<file path="src/rtl/tw_byte_pkg.sv">
package tw_byte_pkg;

  typedef enum logic [1:0] {
    ST_SHIFT = 2'd0,
    ST_ACK   = 2'd1,
    ST_HOLD  = 2'd2
  } twState_e;

  // Strobes from control to datapath, at most one drive request honoured
  typedef struct packed {
    logic shiftIn;
    logic drvData;
    logic drvAck;
    logic drvRel;
  } twCtl_t;

endpackage

</file>
<file path="src/rtl/tw_byte_datapath.sv">
module tw_byte_datapath
  import tw_byte_pkg::*;
#(
  parameter int unsigned DATA_W = 8,
  parameter logic [DATA_W-1:0] DATA_RST = '1,
  parameter logic [DATA_W-1:0] ADDR_RST = {{(DATA_W-1){1'b1}}, 1'b0}
) (
  input  logic              clk,
  input  logic              rstN,
  input  twCtl_t            ctl,
  input  logic              sdaIn,
  input  logic              irqFlag,
  input  logic              cpuWr,
  input  logic              cpuSel,
  input  logic [DATA_W-1:0] cpuWrData,
  output logic [DATA_W-1:0] cpuRdData,
  output logic              sdaOut,
  output logic              addrHit
);

  localparam int unsigned MSB = DATA_W - 1;

  logic [DATA_W-1:0] dataReg;
  logic [DATA_W-1:0] addrReg;
  logic [DATA_W-1:0] nextByte;
  logic              sdaReg;
  logic              ownHit;
  logic              genCallHit;

  // Value the register takes if the current bus level is shifted in now
  assign nextByte   = {dataReg[MSB-1:0], sdaIn};
  assign ownHit     = (nextByte[MSB:1] == addrReg[MSB:1]);
  assign genCallHit = addrReg[0] && (nextByte[MSB:1] == '0);
  assign addrHit    = ownHit || genCallHit;

  always_ff @(posedge clk) begin
    if (!rstN) begin
      dataReg <= DATA_RST;
    end else if (ctl.shiftIn) begin
      dataReg <= nextByte;
    end else if (cpuWr && !cpuSel && irqFlag) begin
      dataReg <= cpuWrData;
    end
  end

  always_ff @(posedge clk) begin
    if (!rstN) begin
      addrReg <= ADDR_RST;
    end else if (cpuWr && cpuSel) begin
      addrReg <= cpuWrData;
    end
  end

  always_ff @(posedge clk) begin
    if (!rstN) begin
      sdaReg <= 1'b1;
    end else if (ctl.drvRel) begin
      sdaReg <= 1'b1;
    end else if (ctl.drvAck) begin
      sdaReg <= 1'b0;
    end else if (ctl.drvData) begin
      sdaReg <= dataReg[MSB];
    end
  end

  assign sdaOut    = sdaReg;
  assign cpuRdData = cpuSel ? addrReg : dataReg;

endmodule

</file>
<file path="src/rtl/tw_byte_control.sv">
module tw_byte_control
  import tw_byte_pkg::*;
#(
  parameter int unsigned DATA_W = 8
) (
  input  logic   clk,
  input  logic   rstN,
  input  logic   sclIn,
  input  logic   isAddr,
  input  logic   isTx,
  input  logic   arbLost,
  input  logic   flagClr,
  input  logic   addrHit,
  output twCtl_t ctl,
  output logic   irqFlag
);

  localparam int unsigned CNT_W = (DATA_W > 1) ? $clog2(DATA_W) : 1;
  localparam logic [CNT_W-1:0] LAST_BIT = CNT_W'(DATA_W - 1);

  twState_e        state;
  logic [CNT_W-1:0] bitCnt;
  logic            sclPrev;
  logic            sclRise;
  logic            sclFall;
  logic            lostReg;
  logic            ackDrive;
  logic            flagWorthy;
  logic            flagReg;
  logic            txLive;

  assign sclRise = sclIn && !sclPrev;
  assign sclFall = !sclIn && sclPrev;
  assign txLive  = isTx && !lostReg && !arbLost;

  always_comb begin
    ctl = '0;
    unique case (state)
      ST_SHIFT: begin
        ctl.shiftIn = sclRise;
        if (sclFall) begin
          ctl.drvData = txLive;
          ctl.drvRel  = !txLive;
        end
      end
      ST_ACK: begin
        if (sclFall) begin
          ctl.drvAck = ackDrive;
          ctl.drvRel = !ackDrive;
        end
      end
      ST_HOLD: begin
        if (flagClr) begin
          ctl.drvData = isTx;
          ctl.drvRel  = !isTx;
        end
      end
      default: ctl = '0;
    endcase
    if (arbLost) begin
      ctl.drvData = 1'b0;
      ctl.drvAck  = 1'b0;
      ctl.drvRel  = 1'b1;
    end
  end

  always_ff @(posedge clk) begin
    if (!rstN) begin
      state      <= ST_SHIFT;
      bitCnt     <= '0;
      sclPrev    <= 1'b1;
      lostReg    <= 1'b0;
      ackDrive   <= 1'b0;
      flagWorthy <= 1'b0;
      flagReg    <= 1'b0;
    end else begin
      sclPrev <= sclIn;
      if (arbLost) begin
        lostReg <= 1'b1;
      end
      unique case (state)
        ST_SHIFT: begin
          if (sclRise) begin
            if (bitCnt == LAST_BIT) begin
              bitCnt     <= '0;
              state      <= ST_ACK;
              ackDrive   <= isAddr ? addrHit : !isTx;
              flagWorthy <= isAddr ? addrHit : 1'b1;
            end else begin
              bitCnt <= bitCnt + 1'b1;
            end
          end
        end
        ST_ACK: begin
          if (sclRise) begin
            if (flagWorthy) begin
              flagReg <= 1'b1;
              state   <= ST_HOLD;
            end else begin
              state   <= ST_SHIFT;
            end
          end
        end
        ST_HOLD: begin
          if (flagClr) begin
            flagReg <= 1'b0;
            lostReg <= 1'b0;
            bitCnt  <= '0;
            state   <= ST_SHIFT;
          end
        end
        default: state <= ST_SHIFT;
      endcase
    end
  end

  assign irqFlag = flagReg;

endmodule

</file>
<file path="src/rtl/tw_byte_engine.sv">
module tw_byte_engine
  import tw_byte_pkg::*;
#(
  parameter int unsigned DATA_W = 8,
  parameter logic [DATA_W-1:0] DATA_RST = '1,
  parameter logic [DATA_W-1:0] ADDR_RST = {{(DATA_W-1){1'b1}}, 1'b0}
) (
  input  logic              clk,
  input  logic              rstN,
  input  logic              sclIn,
  input  logic              sdaIn,
  output logic              sdaOut,
  input  logic              isAddr,
  input  logic              isTx,
  input  logic              arbLost,
  input  logic              cpuWr,
  input  logic              cpuSel,
  input  logic [DATA_W-1:0] cpuWrData,
  output logic [DATA_W-1:0] cpuRdData,
  input  logic              flagClr,
  output logic              irqFlag
);

  twCtl_t ctl;
  logic   addrHit;

  tw_byte_control #(.DATA_W(DATA_W)) u_control (
    .clk     (clk),
    .rstN    (rstN),
    .sclIn   (sclIn),
    .isAddr  (isAddr),
    .isTx    (isTx),
    .arbLost (arbLost),
    .flagClr (flagClr),
    .addrHit (addrHit),
    .ctl     (ctl),
    .irqFlag (irqFlag)
  );

  tw_byte_datapath #(
    .DATA_W   (DATA_W),
    .DATA_RST (DATA_RST),
    .ADDR_RST (ADDR_RST)
  ) u_datapath (
    .clk       (clk),
    .rstN      (rstN),
    .ctl       (ctl),
    .sdaIn     (sdaIn),
    .irqFlag   (irqFlag),
    .cpuWr     (cpuWr),
    .cpuSel    (cpuSel),
    .cpuWrData (cpuWrData),
    .cpuRdData (cpuRdData),
    .sdaOut    (sdaOut),
    .addrHit   (addrHit)
  );

endmodule

</file>
<file path="config.mk">
export PLATFORM = sky130hd
export DESIGN_NAME = tw_byte_engine
export DESIGN_NICKNAME = d
export VERILOG_FILES = /design/src/rtl/tw_byte_pkg.sv /design/src/rtl/tw_byte_datapath.sv /design/src/rtl/tw_byte_control.sv /design/src/rtl/tw_byte_engine.sv
export SDC_FILE = /design/constraint.sdc
export NUM_CORES = 1
export LEC_CHECK = 0
export BUFFER_PORTS_ARGS = -buffer_cell sky130_fd_sc_hd__buf_4
export CAP_MARGIN = 10
export CORE_AREA = 4 4 72 74
export CTS_CLUSTER_DIAMETER = 100
export DETAILED_ROUTE_END_ITERATION = 10
export DIE_AREA = 0 0 76 78
export PLACE_DENSITY = 0.5
export SLEW_MARGIN = 20
export SYNTH_ARGS = -nofsm -noshare
export SYNTH_HDL_FRONTEND = slang
export SYNTH_SLANG_ARGS = --single-unit
</file>
<file path="constraint.sdc">
create_clock -name clk -period 4.6 [get_ports clk]
set_input_delay 0.92 -clock clk [delete_from_list [all_inputs] [get_ports clk]]
set_output_delay 0.92 -clock clk [all_outputs]
set_load 0.02 [all_outputs]
</file>
# Word level (Yosys, flattened, before mapping)
# Cells that the tools add are included.
[classes]
n_addsub = 1
n_eq_ne = 9
muxes = 34
bitwise = 1
n_reduce_logical = 28
[ops]
columns = ["cell", "count"]
rows = [
  ["$mux 8", 3],
  ["$mux 1", 16],
  ["$mux 2", 6],
  ["$mux 3", 4],
  ["$logic_and 1x1->1", 8],
  ["$logic_not 1->1", 8],
  ["$ne 2x1->1 const B", 4],
  ["$reduce_and 4->1", 2],
  ["$reduce_bool 2->1", 4],
  ["$eq 7x7->1", 1],
  ["$logic_not 7->1", 1],
  ["$pmux 2 s3", 1],
  ["$pmux 3 s2", 1],
  ["$reduce_and 3->1", 2],
  ["$pmux 1 s2", 2],
  ["$add 3x1->3 const B", 1],
  ["$eq 3x3->1 const B", 1],
  ["$pmux 1 s3", 1],
  ["$eq 2x1->1 const B", 1],
  ["$eq 2x2->1 const B", 1],
  ["$logic_not 2->1", 1],
  ["$ne 2x2->1 const B", 1],
  ["$reduce_or 2->1", 1],
  ["$logic_or 1x1->1", 1],
  ["$not 1->1", 1],
]
[word_totals]
reg_bits = 27
in_bits = 18
output_inout_bits = 10
wordCells = 83

# Depth between registers and ports, before layout
# Gate-level depths: netlist (run 1).
[depth]
depth_word = 9
depth_mapped = 7
mapped_depth_nobuf = 5

# Hierarchy
# From an unflattened synthesis (run 1), not the netlist that was laid out.
[hier_totals]
cells_unflattened = 159
area_unflattened_um2 = 1505.2
[modules_own_cells]
columns = ["module", "n_inst", "cells_per_inst", "area_per_inst_um2", "seq_area_each_um2"]
rows = [
  ["tw_byte_datapath", 1, 97, 927.1, 340.3],
  ["tw_byte_control", 1, 62, 578.1, 200.2],
]

# Least setup slack after synthesis (run 1)
# No wires, ideal clock.
[synth_timing]
kind = "input to output"
start = "input cpuSel"
end = "output cpuRdData[0]"
arrival_ns = 1.646
t_required_ns = 3.680
path_slack_ns = 2.034
stages = 2
path_buffers = 1
cell_sequence = "clkbuf_1 > mux2_2"
[synth_between]
elab_chain_len = 1
[synth_lines]
columns = ["item", "line_no", "text"]
rows = [
  ["from (decl)", "tw_byte_engine.sv:17", "input logic cpuSel,"],
  ["$mux 8", "tw_byte_datapath.sv:67", "assign cpuRdData = cpuSel ? addrReg : dataReg;"],
  ["to (decl)", "tw_byte_engine.sv:19", "output logic [DATA_W-1:0] cpuRdData,"],
]
# No other way between the ends.

# Worst setup path in the final report (run 1)
# Same ends and word-level chain as after synthesis.

==> results.toml, run 1 <==
[run_status]
status = "finished, final reports clean"

[synthesis]
seq_area_frac_synth_pct = 38.0
synth-edff-count = 0
netlist_area_mm2 = 0.00142
synthFlopType = "dfxtp_1"
yosysWarnings = 0
synth_cells = 173
ys_top_cells_by_area = "dfxtp_1 38%, nand2_1 10%, mux2_2 6.3%"
syn_area_per_cell_um2 = 8.22
synth_commonest_cells = "38 x nand2_1, 27 x dfxtp_1, 13 x nor2_1, 9 x o21ai_1"
yosysTopAreaCellShare_pct = 38.0
ys_types = 37
synth_nets = 193
yosysMostFrequentCell = "nand2_1"
ys_ff_latch = 27
yosysTopAreaCell = "dfxtp_1"
async_reset_ff_share_pct = 0

[finish]
fillers = 472
nNetsFinal = 217
instances_no_fill = 250
n_antenna_cell = 0
finalInstanceArea_mm2 = 0.00170
area_growth_pct = 19.3
multi_input_area_um2 = 822
drive_above_1_share_pct = 22.4
regArea_um2 = 541

[clock_tree]
htreeDepth = 1
cts.repair.resized = 0
cts_buffer_depth = 2
ctsHoldBuffers = 0
clk_pin_slew_ns = 0.10
cts_setup_buffers = 0
clkSinkCount = 27
numCtsBuffers = 3
cts_root_buf = "clkbuf_8"
clk_latency_ns = 0.27
cts_tree = "built"

[sta]
slew_viol_final = 0
rsz0062_at_grt = "false"
max_slew_margin_pct = 69.1
period_share_pct = 54.9
hold_viol = 0
setup_ws_ns = 2.07
hold_ws_ns = 0.489
tightest_slew_ns = 0.463
totalNegativeSetupSlack_ns = 0
period_needed_ns = 2.53
clock_skew_ns = 0.00369
fmax_mhz = 396
setup_violations = 0

[worst_hold_path]
min_path_type = "register to register"

[global_route]
grt_max_degree = 24
grt_pass1_vias = 1309
track_usage_pct = 12.9
grt_antenna_before_repair = 0
grt_overflow = 0
grt_pass1_wl_mm = 6.29

[place]
placed_area_mm2 = 0.00165
routabilityCongestion = 0.756
numPortBuffers = 27
dp_hpwl_mm = 2.68
dp.cells = 246
place_ws_ns = 1.95

[route]
postRouteAntennaNets = 0
drc_errors = 0
dr.pass1.iters = 4
vias = 1273
drt_iter0_drc = 41
routed_wl_mm = 3.69
avgViaCountPerCell = 5.09
wire_per_inst_um = 14.7

[setup_path]
startpoint_type = "primary input"
crit_fanout = 11
critPathKind = "primary input to output pin"
reg2reg_slack_ns = 2.57
required_ns = 3.68
end_kind = "output pin"
cp.arrival_ns = 1.61

[floorplanning]
initial_core_util_pct = 30.9
ios = 28
fp.dieH_um = 78
die_x_um = 76
row_count = 25
coreArea_mm2 = 0.00460
dieArea_mm2 = 0.00593

[power]
ir_drop_mv = 0.104
p_leak_nw = 0.716
p_per_area_mw_per_mm2 = 274

[run]
maxCapViolCount = 0
-- kinds of logic after synthesis --
kind of cell,Yosys count,share of synthesized area [%]
xor gates and xnor gates,7,4.31
buffers and inverters,12,4.22
DFF,27,38.0
AOI/OAI and AO/OA,27,13.2
muxes,9,7.12
adders and majority gates,2,1.76
and+or+nand+nor,89,31.4
-- final timing paths --
check	start	end	depth (start not counted)
min reg2reg	u_datapath.addrReg[0]	u_datapath.addrReg[0]	2
min	u_datapath.addrReg[0]	u_datapath.addrReg[0]	2
max	cpuSel	cpuRdData[0]	3
max reg2reg	u_control.state[1]	u_datapath.sdaOut	4
-- layout by cell type, fill, tap and decap left out, types with 2 or more instances in the layout --
| cell | synthesis | final |
|---|---|---|
| nand2_1 | 38 | 38 |
| nand2b_1 | 2 | 2 |
| o21ai_1 | 9 | 9 |
| a22oi_1 | 2 | 2 |
| nor3_1 | 3 | 3 |
| o21a_1 | 2 | 2 |
| and3_1 | 8 | 8 |
| nand3_1 | 8 | 8 |
| a21oi_1 | 6 | 6 |
| nor2_1 | 13 | 13 |
| or4b_1 | 2 | 2 |
| buf_4 | 1 | 28 |
| a211o_1 | 2 | 2 |
| inv_1 | 3 | 3 |
| nor2b_1 | 3 | 3 |
| xor2_1 | 7 | 7 |
| dfxtp_1 | 27 | 27 |
| mux2_2 | 8 | 8 |
| clkbuf_8 | 0 | 3 |
| and2_1 | 2 | 2 |
| nor4_1 | 2 | 2 |
| ha_1 | 2 | 2 |
| o21ai_0 | 2 | 2 |
| nor3b_1 | 2 | 2 |
-- power by group --
group	internal, W	switching (W)
Clock	0.0000608	0.0000764
Combinational	0.0000359	0.0000403
Sequential	0.000242	0.00000902
Total	0.000339	0.000126
-- layer usage --
layer	wire length [um]	up-vias	GRT usage, %
met5	0	-	0
met4	48	0	4.45
met3	144	5	2.90
met2	1740	26	22.4
met1	1750	602	15.5
li1	-	640	-
-- per-stage QoR --
step | total power, W | util [%]
after floorplan | 0.000301 | -
after global placement | 0.000332 | 35.9
after detailed placement | 0.000334 | 35.9
after CTS | 0.000471 | 36.9
after global routing | 0.000489 | 36.9
final | 0.000465 | 36.9
-- worst max-delay path, cell delays in order --
cell	delay, ns
buf_4	0.17
mux2_2	0.36
buf_4	0.16
-- registers in the layout, summed over array words and instances (netlist names) --
register and cells:
u_control.ackDrive 1, u_control.bitCnt 3, u_control.flagWorthy 1, u_control.irqFlag 1, u_control.lostReg 1, u_control.sclPrev 1, u_control.state 2, u_datapath.addrReg 8
u_datapath.dataReg 8, u_datapath.sdaOut 1
-- layout make-up --
class	count	area share, %
Clock buffer	3	2.43
Clock inverter	1	0.295
Inverter	3	0.663
Multi-Input combinational cell	134	48.4
Sequential cell	27	31.8
Tap cell	54	3.98
Timing Repair Buffer	28	12.4
Power figures use the tool's default switching activity.
==> run 2: changes to the inputs <==
--- a/config.mk
+++ b/config.mk
@@ -5,13 +5,14 @@
 export SDC_FILE = /design/constraint.sdc
 export NUM_CORES = 1
 export LEC_CHECK = 0
+export ABC_AREA = 1
 export BUFFER_PORTS_ARGS = -buffer_cell sky130_fd_sc_hd__buf_4
 export CAP_MARGIN = 10
 export CORE_AREA = 4 4 72 74
 export CTS_CLUSTER_DIAMETER = 100
 export DETAILED_ROUTE_END_ITERATION = 10
 export DIE_AREA = 0 0 76 78
-export PLACE_DENSITY = 0.5
+export PLACE_DENSITY = 0.52
 export SLEW_MARGIN = 20
 export SYNTH_ARGS = -nofsm -noshare
 export SYNTH_HDL_FRONTEND = slang
==> constraint.sdc (replaced) <==
create_clock -name clk -period 2.1 [get_ports clk]
set_input_delay 0.42 -clock clk [delete_from_list [all_inputs] [get_ports clk]]
set_output_delay 0.42 -clock clk [all_outputs]
set_load 0.02 [all_outputs]
==> results.toml, run 2 <==
[run_status]
status = "finished, final reports clean"

[clock_tree]
cts_tree = "built"
clkSinkCount = 27
cts_setup_buffers = 0
cts.repair.resized = 0
ctsHoldBuffers = 0
htreeDepth = 1
cts_root_buf = "clkbuf_8"
numCtsBuffers = 3
clk_latency_ns = 0.27
clk_pin_slew_ns = 0.10
cts_buffer_depth = 2

[sta]
tightest_slew_ns = 0.467
max_slew_margin_pct = 68.8
slew_viol_final = 0
hold_viol = 0
setup_violations = 0
fmax_mhz = 643
setup_ws_ns = 0.544
period_needed_ns = 1.56
hold_ws_ns = 0.352
period_share_pct = 74.1
rsz0062_at_grt = "false"
clock_skew_ns = 0.00421
totalNegativeSetupSlack_ns = 0

[setup_path]
required_ns = 1.68
end_kind = "output pin"
slowest_delay_ns = 0.39
critPathKind = "register to output pin"
cp.arrival_ns = 1.14
startpoint_type = "register"
crit_family = "flip-flops"
crit_fanout = 4
crit_chain = "inv_1 -> o21ai_0 -> buf_4"
crit_buf_inv = 2
crit_path_top_delay_cell = "dfxtp_1"

[synthesis]
yosysWarnings = 0
syn_area_per_cell_um2 = 6.69
yosysMostFrequentCell = "nand2_1"
synth_cells = 211
synth-edff-count = 0
netlist_area_mm2 = 0.00141
synthFlopType = "dfxtp_1"
ys_top_cells_by_area = "dfxtp_1 38%, nand2_1 20%, a21oi_1 8.2%"
yosysTopAreaCellShare_pct = 38.3
seq_area_frac_synth_pct = 38.3
synth_commonest_cells = "75 x nand2_1, 27 x dfxtp_1, 23 x a21oi_1, 21 x inv_1, 14 x nor2_1"
synth_nets = 231
ys_ff_latch = 27
yosysTopAreaCell = "dfxtp_1"
ys_types = 25
async_reset_ff_share_pct = 0

[finish]
instances_no_fill = 289
final_common_cell = "nand2_1"
reg_top3 = "u_datapath.addrReg: 8 flops, u_datapath.dataReg: 8 flops, u_control.bitCnt: 3 flops"
finalInstanceArea_mm2 = 0.00169
fillers = 523
area_growth_pct = 19.6
n_antenna_cell = 0
drive_above_1_share_pct = 17.0
layout_common_cells = "75 x nand2_1, 27 x buf_4, 27 x dfxtp_1"
nNetsFinal = 256

[floorplanning]
ios = 28
initial_core_util_pct = 30.7
dieArea_mm2 = 0.00593
coreArea_mm2 = 0.00460
row_count = 25
fp.dieH_um = 78
die_x_um = 76

[route]
routed_wl_mm = 3.57
vias = 1349
dr.pass1.iters = 4
postRouteAntennaNets = 0
drt_iter0_drc = 77
drc_errors = 0
avgViaCountPerCell = 4.67
wire_per_inst_um = 12.4

[place]
dp_hpwl_mm = 2.73
numPortBuffers = 27
placed_area_mm2 = 0.00164
routabilityCongestion = 0.783
place_ws_ns = 0.549
dp.cells = 285

[global_route]
grt_use_met2_pct = 20.1
use_met1_pct = 16.7
grt_pass1_vias = 1335
grt_antenna_before_repair = 0
grt_overflow = 0
met3_usage_pct = 3.48
grt_max_degree = 21
grt_pass1_wl_mm = 6.28
track_usage_pct = 12.7
busiest_layer = "met2"

[power]
ir_drop_mv = 0.415
p_per_area_mw_per_mm2 = 621
p_leak_nw = 0.852

[worst_hold_path]
min_path_type = "primary input to register"

[run]
maxCapViolCount = 0
## run 2: cell types whose count changed in the layout (fill, tap and decap cells not counted), sizes merged, moves of 3 or more
cell	change
nand4	+3
xnor2	+3
a21oi	+19
nor2	+3
nand2	+37
o211ai	+3
or4b	-3
nor2b	-3
and3	-8
mux2	-9
inv	+20
xor2	-6
## run 2: area by class of cell
cell class	count	area (um^2)	area share [%]
multi-input combinational	154	744	44.1
sequential	27	541	32.0
timing repair buffer	27	203	12.0
inverter	23	86.3	5.11
tap	54	67.6	4.00
clock buffer	3	41.3	2.45
clock inverter	1	5.00	0.297
## run 2: cells by family (layout without fill, tap and decap cells)
kind of cell	Yosys count	count (layout)	share of synthesized area, %
compound gates	42	42	17.5
xor+xnor	4	4	2.48
fa+ha+maj	2	2	1.77
buf+inv	30	54	8.95
flops	27	27	38.3
simple gates	106	106	31.0
## run 2: power by group
group	total (W)	internal (W)	leakage (nW)	switching, W
Clock	0.000302	0.000133	0.0255	0.000169
Combinational	0.000192	0.0000801	0.605	0.000112
Sequential	0.000553	0.000534	0.221	0.0000194
## run 2: per-layer routing
metal  share of wire (%)  up-vias
met5                   0        -
met4                 1.9        0
met3                 5.1        8
met2                  45       33
met1                  48      588
li1                    -      720
## run 2: final timing paths
kind	start	end	slack (ns)	cells after the start
worst max-delay path	u_datapath.dataReg[3]	cpuRdData[3]	0.54	3
worst min-delay path	cpuWrData[1]	u_datapath.addrReg[1]	0.35	3
worst max register to register	u_control.state[1]	u_datapath.dataReg[6]	0.62	8
worst min register to register	u_control.bitCnt[2]	u_control.bitCnt[2]	0.47	2
## run 2: stage by stage
stage	utilization, %	power (W)
after floorplan	-	0.000682
after global placement	35.7	0.000759
after detailed placement	35.7	0.000759
after CTS	36.7	0.00106
after global routing	36.7	0.00112
final	36.7	0.00105
## run 2: tightest hold or removal path: stages
cell	delay, ns
buf_4	0.08
nand2_1	0.04
nand3_1	0.05
